File: src/rtl/ird_pkg.sv
// Package: shared constants and the ordering-mode encoding for the region decoder.
// Assumes 4 KB pages; the page shift is fixed by the addressing scheme.
package ird_pkg;
    localparam int PAGE_SHIFT = 12;

    typedef enum logic [1:0] {
        ORD_LOOSE  = 2'd0,
        ORD_STRICT = 2'd1,
        ORD_PKT    = 2'd2,
        ORD_RSVD   = 2'd3
    } ord_mode_e;
endpackage

File: src/rtl/ird_region_table.sv
// Region table: holds NREG programmable regions in page units.
// Validates each configuration write (alignment, non-zero length, index range),
// refuses illegal ones with a one-cycle error pulse, and stores the exclusive
// end page precomputed so the matcher needs no adder.
// Assumes cfg_* are stable during the cycle cfg_we is high.
module ird_region_table #(
    parameter int NREG   = 4,
    parameter int ADDR_W = 32,
    parameter int TAG_W  = 4,
    localparam int IDX_W = (NREG > 1) ? $clog2(NREG) : 1,
    localparam int PG_W  = ADDR_W - ird_pkg::PAGE_SHIFT
) (
    input  logic                         clk,
    input  logic                         rst_n,
    input  logic                         cfg_we,
    input  logic [IDX_W-1:0]             cfg_idx,
    input  logic                         cfg_en,
    input  logic [ADDR_W-1:0]            cfg_start,
    input  logic [ADDR_W-1:0]            cfg_len,
    input  logic [ADDR_W-1:0]            cfg_target,
    input  logic [TAG_W-1:0]             cfg_tag,
    input  logic [1:0]                   cfg_mode,
    output logic                         cfg_err,
    output logic [NREG-1:0]              en_o,
    output logic [NREG-1:0][PG_W-1:0]    start_pg_o,
    output logic [NREG-1:0][PG_W:0]      end_pg_o,
    output logic [NREG-1:0][PG_W-1:0]    tgt_pg_o,
    output logic [NREG-1:0][TAG_W-1:0]   tag_o,
    output logic [NREG-1:0][1:0]         mode_o
);
    localparam int PS = ird_pkg::PAGE_SHIFT;

    logic          bad_wr;
    logic          good_wr;
    logic [PG_W:0] end_pg_new;

    // Decide whether the incoming configuration write is legal.
    always_comb begin
        bad_wr = (|cfg_start[PS-1:0]) || (|cfg_len[PS-1:0]) || (|cfg_target[PS-1:0])
              || (cfg_len == '0)
              || ({1'b0, cfg_idx} >= (IDX_W+1)'(NREG));
        good_wr    = cfg_we && !bad_wr;
        end_pg_new = {1'b0, cfg_start[ADDR_W-1:PS]} + {1'b0, cfg_len[ADDR_W-1:PS]};
    end

    // Register the refusal pulse for the cycle after the write.
    always_ff @(posedge clk) begin
        if (!rst_n) cfg_err <= 1'b0;
        else        cfg_err <= cfg_we && bad_wr;
    end

    // One storage slot per region, written only by a legal write to its index.
    for (genvar g = 0; g < NREG; g++) begin : g_slot
        always_ff @(posedge clk) begin
            if (!rst_n) begin
                en_o[g]       <= 1'b0;
                start_pg_o[g] <= '0;
                end_pg_o[g]   <= '0;
                tgt_pg_o[g]   <= '0;
                tag_o[g]      <= '0;
                mode_o[g]     <= '0;
            end else if (good_wr && (cfg_idx == IDX_W'(g))) begin
                en_o[g]       <= cfg_en;
                start_pg_o[g] <= cfg_start[ADDR_W-1:PS];
                end_pg_o[g]   <= end_pg_new;
                tgt_pg_o[g]   <= cfg_target[ADDR_W-1:PS];
                tag_o[g]      <= cfg_tag;
                mode_o[g]     <= cfg_mode;
            end
        end
    end

    // A refused write must not have disturbed any stored field.
    assert_reject_keeps_R4: assert property (@(posedge clk) disable iff (!rst_n)
        cfg_err |-> ($stable(en_o) && $stable(start_pg_o) && $stable(end_pg_o)
                     && $stable(tgt_pg_o) && $stable(tag_o) && $stable(mode_o)));
endmodule

File: src/rtl/ird_match.sv
// Region matcher: compares one request page against every region in parallel
// and picks the lowest-index enabled hit. Purely combinational.
// Assumes end pages are exclusive and carry one extra bit for the top of space.
module ird_match #(
    parameter int NREG   = 4,
    parameter int ADDR_W = 32,
    parameter int TAG_W  = 4,
    localparam int IDX_W = (NREG > 1) ? $clog2(NREG) : 1,
    localparam int PG_W  = ADDR_W - ird_pkg::PAGE_SHIFT
) (
    input  logic [PG_W-1:0]              pg,
    input  logic [NREG-1:0]              en_i,
    input  logic [NREG-1:0][PG_W-1:0]    start_pg_i,
    input  logic [NREG-1:0][PG_W:0]      end_pg_i,
    input  logic [NREG-1:0][PG_W-1:0]    tgt_pg_i,
    input  logic [NREG-1:0][TAG_W-1:0]   tag_i,
    input  logic [NREG-1:0][1:0]         mode_i,
    output logic [NREG-1:0]              hit_vec,
    output logic                         hit,
    output logic [IDX_W-1:0]             sel_idx,
    output logic [PG_W-1:0]              sel_start_pg,
    output logic [PG_W-1:0]              sel_tgt_pg,
    output logic [TAG_W-1:0]             sel_tag,
    output logic [1:0]                   sel_mode
);
    // Per-region range compare, one comparator pair per slot.
    for (genvar g = 0; g < NREG; g++) begin : g_cmp
        assign hit_vec[g] = en_i[g] && (pg >= start_pg_i[g]) && ({1'b0, pg} < end_pg_i[g]);
    end

    // Priority select: scanning downward leaves the lowest hit index.
    always_comb begin
        hit     = 1'b0;
        sel_idx = '0;
        for (int i = NREG - 1; i >= 0; i--) begin
            if (hit_vec[i]) begin
                hit     = 1'b1;
                sel_idx = IDX_W'(i);
            end
        end
    end

    // Route the chosen region's parameters.
    always_comb begin
        sel_start_pg = start_pg_i[sel_idx];
        sel_tgt_pg   = tgt_pg_i[sel_idx];
        sel_tag      = tag_i[sel_idx];
        sel_mode     = mode_i[sel_idx];
    end
endmodule

File: src/rtl/ird_order_gate.sv
// Ordering gate: keeps an outstanding-write count and an outstanding-any count,
// and decides whether the request at the input must wait for earlier work,
// according to the ordering mode of its region.
// Assumes a completion is only signalled for a transaction already accepted;
// stray completions are ignored.
module ird_order_gate #(
    parameter int CNT_W = 6
) (
    input  logic                clk,
    input  logic                rst_n,
    input  logic                inc,
    input  logic                inc_write,
    input  logic                cpl_valid,
    input  logic                cpl_write,
    input  ird_pkg::ord_mode_e  mode,
    input  logic                is_write,
    input  logic                relaxed,
    output logic                stall,
    output logic [CNT_W-1:0]    wr_cnt,
    output logic [CNT_W-1:0]    any_cnt
);
    import ird_pkg::*;

    logic [CNT_W-1:0] wr_nxt;
    logic [CNT_W-1:0] any_nxt;
    logic             wr_busy;
    logic             any_busy;

    // Ordering rule per mode; a full counter also blocks intake.
    always_comb begin
        wr_busy  = (wr_cnt != '0);
        any_busy = (any_cnt != '0);
        unique case (mode)
            ORD_LOOSE: stall = !is_write && wr_busy;
            ORD_PKT:   stall = (!is_write || !relaxed) && wr_busy;
            default:   stall = any_busy;
        endcase
        if (&any_cnt) stall = 1'b1;
    end

    // Next counts: add accepted work, retire completions that match something.
    always_comb begin
        wr_nxt  = wr_cnt;
        any_nxt = any_cnt;
        if (inc) begin
            any_nxt = any_nxt + CNT_W'(1);
            if (inc_write) wr_nxt = wr_nxt + CNT_W'(1);
        end
        if (cpl_valid) begin
            if (cpl_write) begin
                if (wr_cnt != '0) begin
                    wr_nxt  = wr_nxt - CNT_W'(1);
                    any_nxt = any_nxt - CNT_W'(1);
                end
            end else if (any_cnt > wr_cnt) begin
                any_nxt = any_nxt - CNT_W'(1);
            end
        end
    end

    // Counter registers.
    always_ff @(posedge clk) begin
        if (!rst_n) begin
            wr_cnt  <= '0;
            any_cnt <= '0;
        end else begin
            wr_cnt  <= wr_nxt;
            any_cnt <= any_nxt;
        end
    end

    // Counts move by at most one per cycle and writes never exceed the total.
    assert_step_R8: assert property (@(posedge clk) disable iff (!rst_n)
        (any_cnt == $past(any_cnt)) || (any_cnt == $past(any_cnt) + CNT_W'(1))
        || (any_cnt == $past(any_cnt) - CNT_W'(1)));
    assert_wr_within_any_R8: assert property (@(posedge clk) disable iff (!rst_n)
        wr_cnt <= any_cnt);
endmodule

File: src/rtl/ingress_region_decoder.sv
// Ingress region decoder top: matches each request address against the region
// table, enforces the matched region's ordering rule, and emits the translated
// request through a one-deep output register. Misses are dropped with a pulse.
// Assumes downstream follows valid/ready and completions refer to emitted work.
module ingress_region_decoder #(
    parameter int NREG   = 4,
    parameter int ADDR_W = 32,
    parameter int TAG_W  = 4,
    parameter int CNT_W  = 6,
    localparam int IDX_W = (NREG > 1) ? $clog2(NREG) : 1
) (
    input  logic              clk,
    input  logic              rst_n,
    input  logic              cfg_we,
    input  logic [IDX_W-1:0]  cfg_idx,
    input  logic              cfg_en,
    input  logic [ADDR_W-1:0] cfg_start,
    input  logic [ADDR_W-1:0] cfg_len,
    input  logic [ADDR_W-1:0] cfg_target,
    input  logic [TAG_W-1:0]  cfg_tag,
    input  logic [1:0]        cfg_mode,
    output logic              cfg_err,
    input  logic              req_valid,
    output logic              req_ready,
    input  logic [ADDR_W-1:0] req_addr,
    input  logic              req_write,
    input  logic              req_relaxed,
    output logic              rsp_valid,
    input  logic              rsp_ready,
    output logic [ADDR_W-1:0] rsp_addr,
    output logic              rsp_write,
    output logic [TAG_W-1:0]  rsp_tag,
    output logic [IDX_W-1:0]  rsp_region,
    output logic              miss_flag,
    input  logic              cpl_valid,
    input  logic              cpl_write
);
    import ird_pkg::*;
    localparam int PS   = PAGE_SHIFT;
    localparam int PG_W = ADDR_W - PS;

    logic [NREG-1:0]            t_en;
    logic [NREG-1:0][PG_W-1:0]  t_start;
    logic [NREG-1:0][PG_W:0]    t_end;
    logic [NREG-1:0][PG_W-1:0]  t_tgt;
    logic [NREG-1:0][TAG_W-1:0] t_tag;
    logic [NREG-1:0][1:0]       t_mode;

    logic [NREG-1:0]  hit_vec;
    logic             hit;
    logic [IDX_W-1:0] sel_idx;
    logic [PG_W-1:0]  sel_start_pg;
    logic [PG_W-1:0]  sel_tgt_pg;
    logic [TAG_W-1:0] sel_tag;
    logic [1:0]       sel_mode;
    ord_mode_e        sel_ord;

    logic             stall;
    logic [CNT_W-1:0] wr_cnt;
    logic [CNT_W-1:0] any_cnt;
    logic             slot_free;
    logic             accept;
    logic             take_hit;
    logic [PG_W-1:0]  xlat_pg;

    ird_region_table #(.NREG(NREG), .ADDR_W(ADDR_W), .TAG_W(TAG_W)) u_table (
        .clk(clk), .rst_n(rst_n),
        .cfg_we(cfg_we), .cfg_idx(cfg_idx), .cfg_en(cfg_en),
        .cfg_start(cfg_start), .cfg_len(cfg_len), .cfg_target(cfg_target),
        .cfg_tag(cfg_tag), .cfg_mode(cfg_mode), .cfg_err(cfg_err),
        .en_o(t_en), .start_pg_o(t_start), .end_pg_o(t_end),
        .tgt_pg_o(t_tgt), .tag_o(t_tag), .mode_o(t_mode)
    );

    ird_match #(.NREG(NREG), .ADDR_W(ADDR_W), .TAG_W(TAG_W)) u_match (
        .pg(req_addr[ADDR_W-1:PS]),
        .en_i(t_en), .start_pg_i(t_start), .end_pg_i(t_end),
        .tgt_pg_i(t_tgt), .tag_i(t_tag), .mode_i(t_mode),
        .hit_vec(hit_vec), .hit(hit), .sel_idx(sel_idx),
        .sel_start_pg(sel_start_pg), .sel_tgt_pg(sel_tgt_pg),
        .sel_tag(sel_tag), .sel_mode(sel_mode)
    );

    assign sel_ord = ord_mode_e'(sel_mode);

    ird_order_gate #(.CNT_W(CNT_W)) u_gate (
        .clk(clk), .rst_n(rst_n),
        .inc(take_hit), .inc_write(req_write),
        .cpl_valid(cpl_valid), .cpl_write(cpl_write),
        .mode(sel_ord), .is_write(req_write), .relaxed(req_relaxed),
        .stall(stall), .wr_cnt(wr_cnt), .any_cnt(any_cnt)
    );

    // Intake handshake: output slot must be free, and a hit must pass the gate.
    always_comb begin
        slot_free = !rsp_valid || rsp_ready;
        req_ready = slot_free && (!hit || !stall);
        accept    = req_valid && req_ready;
        take_hit  = accept && hit;
        xlat_pg   = sel_tgt_pg + (req_addr[ADDR_W-1:PS] - sel_start_pg);
    end

    // Output register and miss pulse.
    always_ff @(posedge clk) begin
        if (!rst_n) begin
            rsp_valid  <= 1'b0;
            rsp_addr   <= '0;
            rsp_write  <= 1'b0;
            rsp_tag    <= '0;
            rsp_region <= '0;
            miss_flag  <= 1'b0;
        end else begin
            miss_flag <= accept && !hit;
            if (slot_free) rsp_valid <= take_hit;
            if (take_hit) begin
                rsp_addr   <= {xlat_pg, req_addr[PS-1:0]};
                rsp_write  <= req_write;
                rsp_tag    <= sel_tag;
                rsp_region <= sel_idx;
            end
        end
    end

    // Chosen region has no lower-index match.
    assert_lowest_wins_R2: assert property (@(posedge clk) disable iff (!rst_n)
        (req_valid && hit) |-> ((hit_vec & ((NREG'(1) << sel_idx) - NREG'(1))) == '0));
    // A dropped request produces no response.
    assert_miss_no_rsp_R3: assert property (@(posedge clk) disable iff (!rst_n)
        miss_flag |-> !rsp_valid);
    // Loose mode: no read enters while a write is outstanding.
    assert_loose_read_R5: assert property (@(posedge clk) disable iff (!rst_n)
        (take_hit && sel_ord == ORD_LOOSE && !req_write) |-> (wr_cnt == '0));
    // Strict mode: nothing enters while anything is outstanding.
    assert_strict_wait_R6: assert property (@(posedge clk) disable iff (!rst_n)
        (take_hit && (sel_ord == ORD_STRICT || sel_ord == ORD_RSVD)) |-> (any_cnt == '0));
    // Packet mode: ordered requests do not pass outstanding writes.
    assert_pkt_order_R7: assert property (@(posedge clk) disable iff (!rst_n)
        (take_hit && sel_ord == ORD_PKT && !(req_write && req_relaxed)) |-> (wr_cnt == '0));
    // A stalled response keeps its contents.
    assert_rsp_hold_R9: assert property (@(posedge clk) disable iff (!rst_n)
        (rsp_valid && !rsp_ready) |=> (rsp_valid && $stable(rsp_addr) && $stable(rsp_tag)
                                       && $stable(rsp_region) && $stable(rsp_write)));
endmodule

File: config.mk
export PLATFORM = sky130hd
export DESIGN_NAME = ingress_region_decoder
export DESIGN_NICKNAME = d
export VERILOG_FILES = /design/src/rtl/ird_pkg.sv /design/src/rtl/ird_region_table.sv /design/src/rtl/ird_match.sv /design/src/rtl/ird_order_gate.sv /design/src/rtl/ingress_region_decoder.sv
export SDC_FILE = /design/constraint.sdc
export NUM_CORES = 1
export LEC_CHECK = 0
export BUFFER_PORTS_ARGS = -buffer_cell sky130_fd_sc_hd__buf_2
export CAP_MARGIN = 15
export CORE_AREA = 2 2 226 228
export DETAILED_ROUTE_END_ITERATION = 16
export DIE_AREA = 0 0 228 230
export GPL_TIMING_DRIVEN = 1
export PLACE_DENSITY = 0.58
export SETUP_SLACK_MARGIN = 0.5
export SLEW_MARGIN = 10
export SYNTH_ARGS = -nofsm -noshare
export SYNTH_HDL_FRONTEND = slang
export SYNTH_SLANG_ARGS = --single-unit
export TNS_END_PERCENT = 100
File: constraint.sdc
create_clock -name clk -period 22.5 [get_ports clk]
set_clock_uncertainty 0.15 [all_clocks]
set_input_delay 4.5 -clock clk [delete_from_list [all_inputs] [get_ports clk]]
set_output_delay 4.5 -clock clk [all_outputs]
set_load 0.02 [all_outputs]
==> flow_summary_export.csv <==
group,metric,value,unit
final_layout,final_common_cell,"nand2_1",
sta,tightestPinTransition,1.12,ns
critical_path,startpoint,"req_addr[31]",
route,vias,18100,
die,die_y,230,um
synthesis,syn_inst,2568,
synthesis,synth_warnings,0,
synthesis,ys.flop_type,"dfxtp_1",
synthesis,synth_seq_area_share,33.0,%
route,drt_wl_total,64.3,mm
die,row_count,82,
placed_design,hpwlAfterDp,44.4,mm
synthesis,netlist_area,0.0198,mm^2
power_and_ir_drop,p_total,1.53,mW
sta,slew_violations,0,
clocking,ctsHtreeMaxLevel,2,
clocking,hold_buffers,0,
sta,clock.fmax,79.1,MHz
job,cap_violations,0,
sta,setup-tns-final,0,ns
global_routing,grt_pass1_wl,101,mm
route,first_iter_violations,1275,
final_layout,diodes,0,
final_layout,fill_cells,5001,
die,initial_utilization,39.7,%
final_layout,multi_input_area,0.0119,mm^2
sta,setup_violations,0,
critical_path,worst_ep_required_time,17.85,ns
route,drt-pass1-iter-count,5,
global_routing,antenna_found_initial,5,
clocking,clockRootBuffer,"clkbuf_16",
clocking,cts_tree,"yes",
clocking,cts_made_buffers,40,
route,avgViaCountPerCell,5.35,
synthesis,synth-edff-count,0,
sta,rsz0062_at_grt,"no",
sta,final_hold_viol_count,0,
route,drcViolationCount,0,
route,ant_nets,0,
sta,slew_headroom,25.6,%
global_routing,overflow,0,
min_path,hold_class,"reg2reg",
route,routedWlPerCell,19.0,um
sta,hold_slack,0.298,ns
critical_path,endpoint_kind,"primary output",
clocking,clk_path_buf_depth,3,
clocking,path_clk_slew,0.06,ns
clocking,clock-sinks,326,
die,die_area,0.0524,mm^2
final_layout,nNetsFinal,3065,
global_routing,grt_max_degree,129,
placed_design,gp_congestion,0.897,
clocking,post-cts-setup-buffer-count,0,
power_and_ir_drop,leakage,8.48,nW
clocking,cts_resized,0,
power_and_ir_drop,irDropWorstVdd,0.0000576,V
synthesis,synth-async-reset-ratio,0,%
global_routing,track_usage,24.2,%
critical_path,cp_max_fo,9,
die,die-width,228,um
synthesis,synth_nets,2942,
critical_path,crit_type,"in2out",
final_layout,area_growth,14.2,%
final_layout,utilization,45.3,%
min_path,hp-start,"u_table.tag_o[3]$_SDFFE_PN0P_",
final_layout,final_cell_mix,"nand2_1 (603), a21oi_1 (345), dfxtp_1 (326), inv_1 (236), ha_1 (208)",
critical_path,critPathLaunchType,"primary input",
final_layout,seq_area,0.00653,mm^2
global_routing,first_global_vias,18000,
final_layout,drive_gt1_share,11.8,%
critical_path,worstPathArrival,7.99,ns
sta,fin_crit_sh,56.2,%
clocking,insertion_delay,0.58,ns
placed_design,portBuffers,188,
synthesis,ys_ff_latch,326,
run_status,status,"completed",
die,core_area,0.0499,mm^2
sta,post-route-min-period,12.64,ns
die,io_pins,189,
critical_path,r2r_start,"u_table.end_pg_o[52]$_SDFFE_PN0P_",
synthesis,syn_area_per_cell,7.71,um^2
power_and_ir_drop,p_per_area,67.8,mW/mm^2
synthesis,yosys.cell_types.count,75,
==> through the flow <==
step	instances	area, um^2	setup slack, ns
final	3392	22600	9.86
after detailed placement	3321	21300	10.03
after CTS	3392	22600	10.0
after floorplan	2568	19800	10.74
after global routing	3392	22600	9.80
after global placement	3321	21300	10.01
==> final timing paths <==
path | slack [ns] | end | depth (start not counted)
worst max-delay path | 9.86 | req_ready | 13
worst min-delay path | 0.30 | u_table.tag_o[3]$_SDFFE_PN0P_ | 2
worst max register to register | 14.49 | rsp_addr[31]$_SDFFE_PN0N_ | 27
worst min register to register | 0.30 | u_table.tag_o[3]$_SDFFE_PN0P_ | 2
==> flip-flops by register name (all words and copies together), names as in the netlist <==
register and count:
u_table.end_pg_o 84, u_table.start_pg_o 80, u_table.tgt_pg_o 80, rsp_addr 32, u_table.tag_o 16, u_table.mode_o 8, u_gate.any_cnt 6, u_gate.wr_cnt 6
rsp_tag 4, u_table.en_o 4, rsp_region 2, miss_flag 1, rsp_valid 1, rsp_write 1, u_table.cfg_err 1
==> power breakdown <==
| part | switching [mW] | leakage (nW) | internal (mW) |
|---|---|---|---|
| clock network | 0.267 | 0.654 | 0.397 |
| logic | 0.163 | 5.20 | 0.106 |
| registers | 0.0146 | 2.63 | 0.586 |
| total | 0.444 | 8.48 | 1.09 |
==> critical path, stage by stage <==
cell	delay [ns]
buf_2	0.20
ha_1	0.33
nand2_1	0.05
nor2_1	0.24
o311ai_0	0.33
a211oi_1	0.65
a2111o_1	0.19
mux2i_1	0.10
o211ai_2	0.27
and2_4	0.29
o211ai_1	0.12
a21boi_0	0.45
buf_2	0.27
==> synth_stat cells, types with 18 or more instances <==
master	number	area (um^2)
fa_1	20	400
o211ai_1	20	150
inv_1	236	886
nor3_1	25	125
xnor2_1	32	280
nor4_1	18	113
clkbuf_1	102	383
nor2_1	115	432
nand2_1	605	2270
mux2_2	20	225
o21ai_0	71	355
a21oi_1	345	1730
dfxtp_1	326	6530
mux2i_1	81	811
ha_1	208	2600
nand3_1	43	215
a21o_1	24	180
a211oi_1	40	300
==> routing by layer <==
layer / track usage [%] / vias to the layer above / part of all wire [%]
met4: 6.19 / 6 / 2.0
met3: 3.42 / 82 / 4.4
met5: 0 / - / 0.042
met2: 42.4 / 404 / 48
li1: - / 8962 / -
met1: 31.2 / 8695 / 45
==> cell type report <==
type,instances,share of cell area (%)
Sequential cell,326,28.9
Tap cell,672,3.72
Inverter,237,3.97
Multi-Input combinational cell,1880,52.8
Clock buffer,53,4.95
Clock inverter,18,0.958
Timing Repair Buffer,206,4.76
==> kinds of logic after synthesis <==
logic type / count (synthesis) / synth area share, %
adders and majority gates: 228 / 15.2
and+or+nand+nor: 905 / 19.5
xor gates and xnor gates: 42 / 1.93
AOI/OAI and AO/OA: 604 / 18.2
DFF: 326 / 33.0
buffers and inverters: 362 / 7.04
muxes: 101 / 5.23
(Power assumes the default switching activity.)
